==> config.mk <==
export PLATFORM = sky130hd
export DESIGN_NAME = march_seq
export DESIGN_NICKNAME = d
export VERILOG_FILES = /design/src/rtl/march_pkg.sv /design/src/rtl/march_ctrl.sv /design/src/rtl/march_rdchk.sv /design/src/rtl/march_fail_log.sv /design/src/rtl/march_seq.sv
export SDC_FILE = /design/constraint.sdc
export NUM_CORES = 1
export LEC_CHECK = 0
export BUFFER_PORTS_ARGS = -buffer_cell sky130_fd_sc_hd__buf_2
export CORE_MARGIN = 2
export CORE_UTILIZATION = 44
export CTS_CLUSTER_SIZE = 40
export DETAILED_ROUTE_END_ITERATION = 10
export GPL_TIMING_DRIVEN = 0
export MAX_ROUTING_LAYER = met4
export PLACE_DENSITY = 0.82
export SLEW_MARGIN = 15
export SYNTH_ARGS = -nofsm -noshare
export SYNTH_HDL_FRONTEND = slang
export SYNTH_SLANG_ARGS = --single-unit
export TNS_END_PERCENT = 20
==> constraint.sdc <==
create_clock -name clk_i -period 2 [get_ports clk_i]
set_clock_uncertainty 0.1 [all_clocks]
set_input_delay 0.1 -clock clk_i [delete_from_list [all_inputs] [get_ports clk_i]]
set_output_delay 0.1 -clock clk_i [all_outputs]
set_load 0.02 [all_outputs]
==> src/rtl/march_pkg.sv <==
package march_pkg;
  typedef enum logic [2:0] {ST_IDLE, ST_INIT, ST_OP, ST_WAIT, ST_FIN} st_e;
  // op[1] is the data value of the operation
  typedef enum logic [1:0] {OP_W0 = 2'd0, OP_R0 = 2'd1, OP_W1 = 2'd2, OP_R1 = 2'd3} op_e;
endpackage

==> src/rtl/march_ctrl.sv <==
module march_ctrl
  import march_pkg::*;
#(
  parameter int ROWS_P = 16,
  parameter int AW_P   = 4
) (
  input  logic            clk_i,
  input  logic            rst_ni,
  input  logic            start_i,
  input  logic            cmp_done_i,
  output logic [AW_P-1:0] row_o,
  output logic            we_o,
  output logic            re_o,
  output logic            bit_o,
  output logic            win_o,
  output logic            busy_o,
  output logic            done_o,
  output logic            start_acc_o,
  output logic            accept_o
);
  localparam logic [AW_P-1:0] LAST = AW_P'(ROWS_P - 1);

  st_e             st_q;
  op_e             op_q;
  logic [AW_P-1:0] row_q;

  always_ff @(posedge clk_i or negedge rst_ni) begin
    if (!rst_ni) begin
      st_q  <= ST_IDLE;
      op_q  <= OP_W0;
      row_q <= '0;
    end else begin
      unique case (st_q)
        ST_IDLE: if (start_i) begin
          st_q  <= ST_INIT;
          row_q <= '0;
        end
        ST_INIT: begin
          if (row_q == LAST) begin
            row_q <= '0;
            op_q  <= OP_W0;
            st_q  <= ST_OP;
          end else begin
            row_q <= row_q + 1'b1;
          end
        end
        ST_OP: st_q <= ST_WAIT;
        ST_WAIT: if (cmp_done_i) begin
          if (op_q == OP_R1) begin
            if (row_q == LAST) begin
              st_q <= ST_FIN;
            end else begin
              row_q <= row_q + 1'b1;
              op_q  <= OP_W0;
              st_q  <= ST_OP;
            end
          end else begin
            op_q <= op_e'(op_q + 2'd1);
            st_q <= ST_OP;
          end
        end
        ST_FIN: st_q <= ST_IDLE;
        default: st_q <= ST_IDLE;
      endcase
    end
  end

  always_comb begin
    row_o       = row_q;
    we_o        = (st_q == ST_INIT) || (st_q == ST_OP && !op_q[0]);
    re_o        = (st_q == ST_OP) && op_q[0];
    bit_o       = (st_q == ST_INIT) ? 1'b1 : op_q[1];
    win_o       = (st_q == ST_OP) || (st_q == ST_WAIT);
    busy_o      = (st_q != ST_IDLE);
    done_o      = (st_q == ST_FIN);
    start_acc_o = (st_q == ST_IDLE) && start_i;
    accept_o    = (st_q == ST_WAIT) && cmp_done_i;
  end


  rw_excl_chk: assert property (@(posedge clk_i) disable iff (!rst_ni) !(we_o && re_o));

  win_hold_chk: assert property (@(posedge clk_i) disable iff (!rst_ni)
    (st_q == ST_WAIT && !cmp_done_i) |=> (win_o && !we_o && !re_o));

  done_drop_chk: assert property (@(posedge clk_i) disable iff (!rst_ni) done_o |=> !busy_o);

  row_range_chk: assert property (@(posedge clk_i) disable iff (!rst_ni) row_q <= LAST);
endmodule

==> src/rtl/march_rdchk.sv <==
module march_rdchk #(
  parameter int WIDTH_P = 8
) (
  input  logic               clk_i,
  input  logic               rst_ni,
  input  logic               re_i,
  input  logic               bit_i,
  input  logic [WIDTH_P-1:0] rd_data_i,
  output logic               err_o
);
  logic pend_q, exp_q;

  always_ff @(posedge clk_i or negedge rst_ni) begin
    if (!rst_ni) begin
      pend_q <= 1'b0;
      exp_q  <= 1'b0;
    end else begin
      pend_q <= re_i;
      if (re_i) exp_q <= bit_i;
    end
  end

  assign err_o = pend_q && (rd_data_i != {WIDTH_P{exp_q}});


  err_after_read_chk: assert property (@(posedge clk_i) disable iff (!rst_ni)
    err_o |-> $past(re_i));
endmodule

==> src/rtl/march_fail_log.sv <==
module march_fail_log #(
  parameter int AW_P = 4
) (
  input  logic            clk_i,
  input  logic            rst_ni,
  input  logic            clr_i,
  input  logic            lfail_i,
  input  logic            pfail_i,
  input  logic [AW_P-1:0] row_i,
  output logic            logic_fail_o,
  output logic            param_fail_o,
  output logic            valid_o,
  output logic [AW_P-1:0] row_o
);
  always_ff @(posedge clk_i or negedge rst_ni) begin
    if (!rst_ni) begin
      logic_fail_o <= 1'b0;
      param_fail_o <= 1'b0;
      valid_o      <= 1'b0;
      row_o        <= '0;
    end else if (clr_i) begin
      logic_fail_o <= 1'b0;
      param_fail_o <= 1'b0;
      valid_o      <= 1'b0;
      row_o        <= '0;
    end else begin
      if (lfail_i) logic_fail_o <= 1'b1;
      if (pfail_i) param_fail_o <= 1'b1;
      if ((lfail_i || pfail_i) && !valid_o) begin
        valid_o <= 1'b1;
        row_o   <= row_i;
      end
    end
  end


  first_row_keep_chk: assert property (@(posedge clk_i) disable iff (!rst_ni)
    (valid_o && !clr_i) |=> (valid_o && $stable(row_o)));

  lfail_sticky_chk: assert property (@(posedge clk_i) disable iff (!rst_ni)
    (logic_fail_o && !clr_i) |=> logic_fail_o);
endmodule

==> src/rtl/march_seq.sv <==
module march_seq #(
  parameter int ROWS_P  = 16,
  parameter int WIDTH_P = 8,
  localparam int AW     = (ROWS_P > 1) ? $clog2(ROWS_P) : 1
) (
  input  logic               clk_i,
  input  logic               rst_ni,
  input  logic               start_i,
  input  logic               cmp_done_i,
  input  logic               cmp_flag_i,
  input  logic [WIDTH_P-1:0] rd_data_i,
  output logic [AW-1:0]      addr_o,
  output logic               we_o,
  output logic               re_o,
  output logic [WIDTH_P-1:0] wdata_o,
  output logic               win_o,
  output logic               busy_o,
  output logic               done_o,
  output logic               logic_fail_o,
  output logic               param_fail_o,
  output logic               fail_valid_o,
  output logic [AW-1:0]      fail_row_o
);
  logic data_bit, start_acc, accept, rd_err;

  march_ctrl #(.ROWS_P(ROWS_P), .AW_P(AW)) u_ctrl (
    .clk_i, .rst_ni, .start_i, .cmp_done_i,
    .row_o(addr_o), .we_o, .re_o, .bit_o(data_bit), .win_o,
    .busy_o, .done_o, .start_acc_o(start_acc), .accept_o(accept)
  );

  // same value on every bit of the word
  for (genvar g = 0; g < WIDTH_P; g++) begin : g_wd
    assign wdata_o[g] = data_bit;
  end

  march_rdchk #(.WIDTH_P(WIDTH_P)) u_rdchk (
    .clk_i, .rst_ni, .re_i(re_o), .bit_i(data_bit), .rd_data_i, .err_o(rd_err)
  );

  march_fail_log #(.AW_P(AW)) u_log (
    .clk_i, .rst_ni, .clr_i(start_acc), .lfail_i(rd_err),
    .pfail_i(accept && cmp_flag_i), .row_i(addr_o),
    .logic_fail_o, .param_fail_o, .valid_o(fail_valid_o), .row_o(fail_row_o)
  );


  wdata_uniform_chk: assert property (@(posedge clk_i) disable iff (!rst_ni)
    we_o |-> (wdata_o == '0 || wdata_o == '1));

  busy_ignore_start_chk: assert property (@(posedge clk_i) disable iff (!rst_ni)
    (busy_o && !done_o) |=> busy_o);
endmodule

==> flow_summary.json <==
{
  "syn_nets": 128,
  "cts_made_buffers": 3,
  "ios": 37,
  "grt_pass1_wl_um": 3850,
  "cts-root-buf": "clkbuf_4",
  "die_w_um": 53.9,
  "r2r-start": "u_ctrl.row_o[0]",
  "period_minus_slack_ns": 1.91,
  "comb_power_share_pct": 54.6,
  "crit_family": "simple AND/OR/NAND/NOR gates",
  "leakagePower_nw": 0.688,
  "initial_core_util_pct": 45.4,
  "clk-insertion-delay-late_ns": 0.29,
  "cts.clk_slew.worst_paths_ns": 0.09,
  "seq_area_frac_synth_pct": 41.1,
  "slew_headroom_pct": 63.2,
  "ys_top_cells_by_area": "dfrtp_1 (41%), buf_4 (6.9%), mux2i_1 (5.5%)",
  "port_buffers": 36,
  "avgSynthCellArea_um2": 9.69,
  "max_cap_viol_count": 0,
  "seq_power_share_pct": 34.1,
  "criticalPathCategory": "flop to flop",
  "whs_ns": 0.0367,
  "drv_slew": 0,
  "critical_path_arrival_ns": 1.99,
  "startpoint": "u_ctrl.row_o[0]",
  "gp_congestion": 0.875,
  "outcome": "complete, no violations",
  "min_path_type": "primary input to flop",
  "n_antenna_cell": 0,
  "max_stage_delay_ns": 0.44,
  "clkPwrFrac_pct": 11.4,
  "areaGrowthSynthToFinish_pct": 28.9,
  "synthTopCellsByCount": "dfrtp_1 (18), nand2_1 (14), buf_4 (10), nor2_1 (10), mux2i_1 (6)",
  "dpl.hpwl_um": 1890,
  "cts_tree": "yes",
  "period_share_pct": 95.5,
  "drt_iter0_markers": 15,
  "switchingPower_mw": 0.654,
  "synth_most_common_cell": "dfrtp_1",
  "synth-seq-cells": 18,
  "wl_per_cell_um": 13.8,
  "dr.pass1.iters": 4,
  "clock.fmax_mhz": 524,
  "vias_per_cell": 5.36,
  "detail-route-antenna-nets": 0,
  "die-height_um": 53.9,
  "grt_util_all_layers_pct": 18.9,
  "wirelength_um": 2570,
  "vias": 997,
  "first_global_vias": 916,
  "synth_largest_area_cell": "dfrtp_1",
  "grt.overflow.total": 0,
  "syn_inst": 113,
  "syn_area_um2": 1090,
  "synth_top_area_share_pct": 41.1,
  "synth_ff_type": "dfrtp_1",
  "crit_slowest_cell": "dfrtp_1",
  "timing.final.hold_violations": 0,
  "cp.required_ns": 2.08,
  "fillers": 215,
  "clock-sinks": 18,
  "clock_path_buffers": 2,
  "fp-row-count": 18,
  "p_int_mw": 0.910,
  "end_kind": "flop",
  "nets": 173,
  "final_layout_size_suffix_gt1_share_pct": 40.4,
  "ys_async_sr_fraction_pct": 100,
  "power.total_mw": 1.56,
  "antenna_found_initial": 0,
  "yosysWarnings": 0,
  "htreeDepth": 1,
  "yosysUniqueCellTypes": 39,
  "setup_viol": 0,
  "die-area_um2": 2900,
  "path_buf_inv": 0,
  "route.detailed.drc": 0,
  "worst_pin_slew_ns": 0.549,
  "core_area_um2": 2410,
  "path_max_fanout": 5,
  "swShare_pct": 41.8,
  "worstHoldStart": "start_i",
  "rrSetupSlack_ns": 0.09,
  "crit_chain": "ha_2 -> and3_1 -> o32ai_4 -> and2_4 -> mux2_1",
  "vdd_drop_max_mv": 0.716,
  "grt_max_degree": 19,
  "p_per_area_nw_per_um2": 1110,
  "rsz0062_at_grt": "false",
  "synth_edf_count": 0,
  "critPathLaunchType": "flop"
}
worst register-to-register path: stages (launching register included):
cell and delay [ns]:
dfrtp_1 0.44, ha_2 0.23, and3_1 0.24, o32ai_4 0.26
and2_4 0.22, mux2_1 0.32
metal layers:
metal	up-vias	routed length, µm	GRT usage, %
li1	484	-	-
met1	468	1150	23.0
met2	39	1230	30.1
met3	6	130	2.78
met4	0	51	10.3
met5	-	0	-
registers in the layout (all words and copies together) (netlist names), 2 cells and up:
name and flops:
u_ctrl.row_o 4, u_log.row_o 4, u_ctrl.st_q 3, u_ctrl.op_q 2
power groups by stage:
stage	clock network, mW	logic, mW	registers, mW
final	0.178	0.854	0.533
after global routing	0.201	0.923	0.543
after CTS	0.182	0.803	0.527
after detailed placement	0	0.793	0.535
after global placement	0	0.767	0.528
after floorplan	0	0.533	0.565
repair_timing:
action,CTS,global route
endpoints found under the setup margin,10,10
buffers inserted,0,1
gates cloned,0,1
hold buffers,2,0
hold endpoints to repair,19,0
gates resized for setup,1,4
pin swaps,2,1
metrics by stage:
stage               instances  util (%)  worst slack, ns    TNS [ns]  area (µm²)
finish                    186      58.6           0.0902           0        1410
global route              186      58.6           0.0351           0        1410
CTS                       184      56.8          0.00470           0        1370
detailed placement        179      54.9          -0.0318     -0.0546        1320
global placement          179      54.9       -0.0000678  -0.0000678        1320
floorplan                 113         -           0.0198           0        1100
layout make-up:
class / count / area, µm² / share of cell area [%]
Tap cell: 30 / 37.5 / 2.66
Inverter: 5 / 18.8 / 1.33
Buffer: 13 / 87.6 / 6.21
Multi-Input combinational cell: 78 / 587 / 41.6
Timing Repair Buffer: 39 / 208 / 14.7
Sequential cell: 18 / 450 / 31.9
Clock buffer: 3 / 22.5 / 1.60
cells by family (layout without fill, tap and decap cells):
| kind of cell | Yosys count | count (layout) | share of synthesized area (%) |
|---|---|---|---|
| AND/OR/NAND/NOR | 46 | 46 | 23.7 |
| AO/OA/AOI/OAI | 20 | 21 | 14.6 |
| flip-flops | 18 | 18 | 41.1 |
| buffers and inverters | 18 | 60 | 9.71 |
| multiplexers | 9 | 9 | 8.57 |
| adder cells (fa/ha/maj) | 2 | 2 | 2.29 |
cell usage in the layout (no fill, tap or decap), types with 2 or more instances in the layout:
cell,instances
buf_2,37
dfrtp_1,18
nand2_1,13
buf_4,11
nor2_1,10
mux2i_1,6
inv_1,5
nand3_1,4
mux2_1,3
o21ai_0,3
clkbuf_4,3
nor3_1,2
clkbuf_1,2
nand2_2,2
nand4_1,2
o31ai_2,2
nor2b_1,2
a21boi_0,2
nor4b_1,2
o21a_1,2
dlygate4sd3_1,2
path summary, 6_finish.rpt:
check,to,cells past startpoint
setup / recovery,u_ctrl.row_o[1],5
hold / removal,u_log.row_o[1],4
setup reg to reg,u_ctrl.row_o[1],5
hold reg to reg,u_log.logic_fail_o,1
max in group asynchronous,u_log.logic_fail_o,2
min in group asynchronous,u_ctrl.op_q[1],2
Power figures use the tool's default switching activity.
